==> config.mk <==
export PLATFORM = sky130hd
export DESIGN_NAME = cmdring_writer
export DESIGN_NICKNAME = d
export VERILOG_FILES = /design/src/rtl/cmdring_pkg.sv /design/src/rtl/cmdring_space.sv /design/src/rtl/cmdring_xfer.sv /design/src/rtl/cmdring_writer.sv
export SDC_FILE = /design/constraint.sdc
export NUM_CORES = 1
export LEC_CHECK = 0
export BUFFER_PORTS_ARGS = -buffer_cell sky130_fd_sc_hd__buf_2
export CORE_UTILIZATION = 40
export CTS_CLUSTER_SIZE = 28
export DETAILED_ROUTE_END_ITERATION = 10
export PLACE_DENSITY = 0.66
export SLEW_MARGIN = 20
export SYNTH_ARGS = -nofsm -noshare
export SYNTH_HDL_FRONTEND = slang
export SYNTH_SLANG_ARGS = --single-unit
==> constraint.sdc <==
create_clock -name clk_i -period 9.99 [get_ports clk_i]
set_clock_uncertainty 0.2 [all_clocks]
set_input_delay 2.997 -clock clk_i [delete_from_list [all_inputs] [get_ports clk_i]]
set_output_delay 2.997 -clock clk_i [all_outputs]
set_load 0.02 [all_outputs]
==> src/rtl/cmdring_pkg.sv <==
`timescale 1ns/1ps
package cmdring_pkg;
  typedef enum logic [2:0] {
    ST_IDLE, ST_POLL, ST_FEED, ST_WORD, ST_PUBL, ST_FRD, ST_FWR
  } ring_st_e;

  localparam logic [1:0] SZ_HALF = 2'd1;
  localparam logic [1:0] SZ_WORD = 2'd2;
endpackage

==> src/rtl/cmdring_space.sv <==
`timescale 1ns/1ps
module cmdring_space #(
  parameter int RING_W      = 12,
  parameter int CNT_W       = 4,
  parameter int CHUNK_WORDS = 8
) (
  input  logic [RING_W-1:0] off_i,
  input  logic [RING_W-1:0] rd_i,
  input  logic [CNT_W-1:0]  cnt_i,
  output logic [CNT_W-1:0]  limit_o,
  output logic [RING_W-1:0] addr_off_o,
  output logic [RING_W-1:0] pub_off_o
);
  localparam logic [RING_W-1:0] USABLE = RING_W'((1 << RING_W) - 4);
  localparam logic [RING_W-1:0] ALIGN  = RING_W'(3);

  logic [RING_W-1:0] fill, free, free_words, adv;

  always_comb begin
    fill = off_i - rd_i;
    // inconsistent pointers count as a full ring
    free = (fill > USABLE) ? '0 : USABLE - fill;
    free_words = free >> 2;
    if (free_words >= RING_W'(CHUNK_WORDS)) limit_o = CNT_W'(CHUNK_WORDS);
    else                                    limit_o = CNT_W'(free_words);
  end

  always_comb begin
    adv        = RING_W'({cnt_i, 2'b00});
    addr_off_o = off_i + adv;
    pub_off_o  = (addr_off_o + ALIGN) & ~ALIGN;
  end
endmodule

==> src/rtl/cmdring_xfer.sv <==
`timescale 1ns/1ps
module cmdring_xfer #(
  parameter int ADDR_W = 22
) (
  input  logic              clk_i,
  input  logic              rst_ni,
  input  logic              start_i,
  input  logic              we_i,
  input  logic [1:0]        size_i,
  input  logic [ADDR_W-1:0] addr_i,
  input  logic [31:0]       wdata_i,
  output logic              done_o,
  output logic              bus_req_o,
  output logic              bus_we_o,
  output logic [1:0]        bus_size_o,
  output logic [ADDR_W-1:0] bus_addr_o,
  output logic [31:0]       bus_wdata_o,
  input  logic              bus_done_i
);
  always_ff @(posedge clk_i or negedge rst_ni) begin
    if (!rst_ni) begin
      bus_req_o   <= 1'b0;
      bus_we_o    <= 1'b0;
      bus_size_o  <= '0;
      bus_addr_o  <= '0;
      bus_wdata_o <= '0;
    end else if (start_i) begin
      // a new start may follow a done in the same cycle
      bus_req_o   <= 1'b1;
      bus_we_o    <= we_i;
      bus_size_o  <= size_i;
      bus_addr_o  <= addr_i;
      bus_wdata_o <= wdata_i;
    end else if (bus_done_i) begin
      bus_req_o <= 1'b0;
    end
  end

  assign done_o = bus_req_o & bus_done_i;
endmodule

==> src/rtl/cmdring_writer.sv <==
`timescale 1ns/1ps
module cmdring_writer import cmdring_pkg::*; #(
  parameter int                ADDR_W      = 22,
  parameter int                RING_BYTES  = 4096,
  parameter int                CHUNK_WORDS = 8,
  parameter logic [ADDR_W-1:0] RING_BASE   = 22'h0A_0000,
  parameter logic [ADDR_W-1:0] RD_REG      = 22'h0F_0010,
  parameter logic [ADDR_W-1:0] WR_REG      = 22'h0F_0014
) (
  input  logic              clk_i,
  input  logic              rst_ni,
  input  logic              cmd_valid_i,
  input  logic [31:0]       cmd_data_i,
  output logic              cmd_ready_o,
  input  logic              flush_valid_i,
  input  logic              flush_logo_i,
  output logic              flush_ready_o,
  output logic              flush_done_o,
  output logic              bus_req_o,
  output logic              bus_we_o,
  output logic [1:0]        bus_size_o,
  output logic [ADDR_W-1:0] bus_addr_o,
  output logic [31:0]       bus_wdata_o,
  input  logic              bus_done_i,
  input  logic [31:0]       bus_rdata_i
);
  localparam int RING_W = $clog2(RING_BYTES);
  localparam int CNT_W  = $clog2(CHUNK_WORDS + 1);

  ring_st_e          st_q, st_d;
  logic [RING_W-1:0] off_q, off_d;
  logic [CNT_W-1:0]  cnt_q, cnt_d, lim_q, lim_d;
  logic [31:0]       rd_q, rd_d;
  logic              logo_q, logo_d, fdone_q, fdone_d;

  logic              x_start, x_we, x_done;
  logic [1:0]        x_size;
  logic [ADDR_W-1:0] x_addr;
  logic [31:0]       x_wdata;

  logic [CNT_W-1:0]  lim_new;
  logic [RING_W-1:0] addr_off, pub_off;

  cmdring_space #(
    .RING_W(RING_W), .CNT_W(CNT_W), .CHUNK_WORDS(CHUNK_WORDS)
  ) u_space (
    .off_i      (off_q),
    .rd_i       (bus_rdata_i[RING_W-1:0]),
    .cnt_i      (cnt_q),
    .limit_o    (lim_new),
    .addr_off_o (addr_off),
    .pub_off_o  (pub_off)
  );

  cmdring_xfer #(.ADDR_W(ADDR_W)) u_xfer (
    .clk_i       (clk_i),
    .rst_ni      (rst_ni),
    .start_i     (x_start),
    .we_i        (x_we),
    .size_i      (x_size),
    .addr_i      (x_addr),
    .wdata_i     (x_wdata),
    .done_o      (x_done),
    .bus_req_o   (bus_req_o),
    .bus_we_o    (bus_we_o),
    .bus_size_o  (bus_size_o),
    .bus_addr_o  (bus_addr_o),
    .bus_wdata_o (bus_wdata_o),
    .bus_done_i  (bus_done_i)
  );

  always_comb begin
    st_d    = st_q;
    off_d   = off_q;
    cnt_d   = cnt_q;
    lim_d   = lim_q;
    rd_d    = rd_q;
    logo_d  = logo_q;
    fdone_d = 1'b0;
    x_start = 1'b0;
    x_we    = 1'b0;
    x_size  = SZ_HALF;
    x_addr  = RD_REG;
    x_wdata = '0;
    unique case (st_q)
      ST_IDLE: begin
        if (flush_valid_i) begin
          x_start = 1'b1;
          logo_d  = flush_logo_i;
          st_d    = ST_FRD;
        end else if (cmd_valid_i) begin
          x_start = 1'b1;
          st_d    = ST_POLL;
        end
      end
      ST_POLL: begin
        if (x_done) begin
          if (lim_new != '0) begin
            cnt_d = '0;
            lim_d = lim_new;
            st_d  = ST_FEED;
          end else begin
            x_start = 1'b1; // no room: read the pointer again
          end
        end
      end
      ST_FEED: begin
        x_start = 1'b1;
        x_we    = 1'b1;
        if (cmd_valid_i) begin
          x_size  = SZ_WORD;
          x_addr  = RING_BASE + ADDR_W'(addr_off);
          x_wdata = cmd_data_i;
          cnt_d   = cnt_q + 1'b1;
          st_d    = ST_WORD;
        end else begin
          x_addr  = WR_REG;
          x_wdata = 32'(pub_off);
          st_d    = ST_PUBL;
        end
      end
      ST_WORD: begin
        if (x_done) begin
          if (cnt_q == lim_q) begin
            x_start = 1'b1;
            x_we    = 1'b1;
            x_addr  = WR_REG;
            x_wdata = 32'(pub_off);
            st_d    = ST_PUBL;
          end else begin
            st_d = ST_FEED;
          end
        end
      end
      ST_PUBL: begin
        if (x_done) begin
          off_d = pub_off;
          st_d  = ST_IDLE;
        end
      end
      ST_FRD: begin
        if (x_done) begin
          rd_d    = bus_rdata_i;
          x_start = 1'b1;
          x_addr  = WR_REG;
          st_d    = ST_FWR;
        end
      end
      ST_FWR: begin
        if (x_done) begin
          if (bus_rdata_i == rd_q && (!logo_q || rd_q == '0)) begin
            off_d   = logo_q ? '0 : bus_rdata_i[RING_W-1:0];
            fdone_d = 1'b1;
            st_d    = ST_IDLE;
          end else begin
            x_start = 1'b1;
            st_d    = ST_FRD;
          end
        end
      end
      default: st_d = ST_IDLE;
    endcase
  end

  always_ff @(posedge clk_i or negedge rst_ni) begin
    if (!rst_ni) begin
      st_q    <= ST_IDLE;
      off_q   <= '0;
      cnt_q   <= '0;
      lim_q   <= '0;
      rd_q    <= '0;
      logo_q  <= 1'b0;
      fdone_q <= 1'b0;
    end else begin
      st_q    <= st_d;
      off_q   <= off_d;
      cnt_q   <= cnt_d;
      lim_q   <= lim_d;
      rd_q    <= rd_d;
      logo_q  <= logo_d;
      fdone_q <= fdone_d;
    end
  end

  assign cmd_ready_o   = (st_q == ST_FEED);
  assign flush_ready_o = (st_q == ST_IDLE);
  assign flush_done_o  = fdone_q;
endmodule

==> results.md <==
- Cell breakdown of the critical path: buf_2 -> ha_1 -> fa_1 -> nand2b_1 -> a2111o_1 -> o211ai_1 -> nand3_1 -> mux2_1 -> or3_1 -> a31o_4 -> a221o_1
- Routed len/inst: 16.4 um
- FF-to-FF setup slack: 6.03 ns
- Fin nets: 829
- Initial Utilization: 40.8%
- Final core occ: about 48%
- Lkg Pwr: 3.34 nW
- CP Launch Type: input pin
- Worst-Margin Slew: between 1 and 1.5 ns
- CP peak stage delay: between 0.4 and 0.5 ns
- Setup Buffers After CTS: 0
- RSZ-0062 raised after global routing: false
- CP bufs+invs: 1
- Worst EP required: 10.03 ns
- CTS clock-pin slew for the worst setup and hold paths: roughly 0.080 ns
- Top cell type by total area after synthesis: dfrtp_1
- H-tree levels: 3
- Hold Path End: u_xfer.bus_size_o[1]$_DFFE_PN0P_
- CP delay by family, top: compound AO/OA/AOI/OAI gates
- Gr usage total: about a fifth
- Post-route insts no fill: 930
- HP Start: u_xfer.bus_size_o[1]$_DFFE_PN0P_
- Final worst slack: 3.77 ns
- # clock sinks: 107
- Top area cells in the synthesized netlist: dfrtp_1, nand2_1, xnor2_1
- # hold bufs at CTS: 0
- # diodes: 0
- Max-Cap Viols: 0
- Top FF cell, synth: dfrtp_1
- Netlist Area Pre-Place: 0.00591 sq mm
- EDFF count, synth: 0
- Detailed Place HPWL: 11400 um
- Max Freq: 161 MHz
- Initial DRC count: ~350
- Final hold vios: 0
- DR vias/cell: 5.37
- FF-to-FF Start: off_q[0]$_DFFE_PN0P_
- Area Overhead vs Synth: 17.2%
- GRT Residual Overflow: 0
- Final Slew Violations: 0
- CTS Buf Count: 9
- Clk Latency, worst-skew pair: approximately 0.36 ns
- Status: finished clean
- Worst setup path category: input pin to flip-flop
- Layout cell share with drive strength beyond 1: 20.4%
- Worst VDD drop: 0.117 mV
- Final setup viols: 0
- Synth cell count leaders: nand2_1, dfrtp_1, xnor2_1
- Clock root buffer: clkbuf_16
- Terminus of the critical flop-to-flop path: u_xfer.bus_wdata_o[9]$_DFFE_PN0P_
- CP Data Arrival Time: 6.26 ns
- Tcrit/Tclk final: 62.3%
- Total core area: 0.0145 sq mm
- DR pass1 iterations: 6
- Die Area: 0.0153 sq mm
- Register area share after synthesis: 45.3%
- Row count: 44
- Yosys reg bits: around 110
- Critical Path Fanout Max: 41
- Synthesized area per cell: approximately 9.3 sq um
- Post-route antenna net violation count: 0
- Crit. End Element: flip-flop
- Area share of the largest cell type after synthesis: 45.3%
- Cells on worst reg2reg path: 11
- Global-route wire length before repair: about 24000 um
- Clock Path Buffers: 2
- TritonCTS clock tree: yes
- Post-cts resize count: 0
- Min cycle time layout: 6.22 ns
- Most frequent cell after synthesis: nand2_1
- Port Buffers: ~120
- Io pins: about 130
- Fraction of registers with async set or reset after synthesis: 100%
- Die width: 124 um
- Setup TNS: 0 ns
- Placer Congestion: 0.891
- Pin count of the biggest net entering global routing: 56
- DR DRC count: 0
- Post-Place Cells: around 910
- Vias in the first global route: 4815
- Worst hold stages: 1
- Fill count: 1386
- Die Y: approximately 120 um
- Worst min-delay path class: flip-flop to flip-flop
- YS warnings: 0
- Pre-CTS WS: about 3.4 ns
- CP max stage cell: or3_1
- Vias: 4998
- Initial antenna violation count: 0
- Routed wire length: 15300 um
- Worst slew margin: approximately 30%
- Pwr dens: 323 mW/mm^2
- Syn Inst Count: 632
- Cell variety after synth: 56
[cells in the final DEF (no fill, tap or decap), types with 3 or more instances in the layout]
cell / Yosys / final
a21o_1: 3 / 3
a21oi_1: 26 / 26
a221o_1: 6 / 6
a22o_1: 31 / 31
a22oi_1: 3 / 3
a31oi_1: 7 / 7
and2_1: 4 / 4
and3_1: 9 / 9
buf_2: 4 / 123
buf_4: 8 / 5
clkbuf_16: 0 / 9
conb_1: 1 / 6
dfrtp_1: 107 / 107
ha_1: 16 / 16
inv_1: 28 / 28
mux2_2: 3 / 3
nand2_1: 108 / 108
nand2b_1: 7 / 7
nand3_1: 12 / 12
nand4_1: 12 / 12
nor2_1: 33 / 33
nor2b_1: 5 / 5
nor3_1: 8 / 8
nor4_1: 12 / 12
o2111ai_1: 3 / 3
o211ai_1: 4 / 4
o21a_1: 9 / 9
o21ai_0: 30 / 30
o22ai_1: 6 / 6
or2_2: 3 / 3
or3_1: 12 / 12
xnor2_1: 43 / 43
xor2_1: 18 / 18
[metal layers]
layer  GRT usage [%]  share of wire [%]
met3            2.86                4.7
met1            27.9                 46
met2            33.1                 47
met5               0                  0
met4            8.81                2.1
[report_power, final]
group,switching (mW),total (mW),internal (mW)
logic,0.631,1.09,0.454
registers,0.183,0.801,0.618
clock network,0.177,0.353,0.175
total,0.992,2.24,1.25
[cell type report]
| class | count | area, sq um | share of cell area, % |
|---|---|---|---|
| Inverter | 28 | 105 | 1.52 |
| Clock inverter | 6 | 61.3 | 0.885 |
| Multi-Input combinational cell | 467 | 2970 | 42.9 |
| Tap cell | 184 | 230 | 3.32 |
| Clock buffer | 10 | 229 | 3.31 |
| Sequential cell | 107 | 2680 | 38.7 |
| Timing Repair Buffer | 128 | 653 | 9.43 |
[registers in the layout, summed over array words and instances (netlist names), 2 cells and up]
name	cells
rd_q	32
u_xfer.bus_wdata_o	32
u_xfer.bus_addr_o	14
off_q	12
cnt_q	4
lim_q	4
st_q	3
u_xfer.bus_size_o	2
[worst register-to-register path: stages, from the launching register on]
cell      delay (ns)
dfrtp_1         0.44
inv_1           0.08
ha_1            0.22
fa_1            0.41
nand2b_1        0.22
a2111o_1        0.43
o211ai_1        0.13
nand3_1         0.10
mux2_1          0.33
or3_1           0.47
a31o_4          0.45
a221o_1         0.36
[logic make-up after synthesis]
logic type / after synthesis / share of synthesized area [%]
other: 1 / 0.0635
AND/OR/NAND/NOR: 230 / 18.1
multiplexers: 5 / 0.932
AO/OA/AOI/OAI: 147 / 17.7
buffers and inverters: 63 / 4.72
flip-flops: 107 / 45.3
XOR/XNOR: 61 / 9.05
adder cells (fa/ha/maj): 18 / 4.07
[worst max path at each step]
stage	depth (start not counted)	slack (ns)	start	endpoint
CTS	11	3.79	bus_rdata_i[0]	u_xfer.bus_wdata_o[9]$_DFFE_PN0P_
finish	11	3.77	bus_rdata_i[0]	u_xfer.bus_wdata_o[9]$_DFFE_PN0P_
detailed placement	11	3.42	bus_rdata_i[0]	u_xfer.bus_wdata_o[3]$_DFFE_PN0P_
global route	11	3.63	bus_rdata_i[0]	u_xfer.bus_wdata_o[9]$_DFFE_PN0P_
floorplan	12	3.89	bus_rdata_i[0]	u_xfer.bus_wdata_o[10]$_DFFE_PN0P_
global placement	11	3.51	bus_rdata_i[0]	u_xfer.bus_wdata_o[6]$_DFFE_PN0P_
[through the flow]
stage / power, mW / instance area [sq um] / hold slack, ns
finish: 2.24 / 6920 / 0.284
global route: 2.41 / 6920 / 0.313
detailed placement: 1.89 / 6630 / 0.261
CTS: 2.25 / 6920 / 0.287
floorplan: 1.58 / 5920 / 0.289
global placement: 1.86 / 6630 / 0.264
Power figures use the tool's default switching activity.
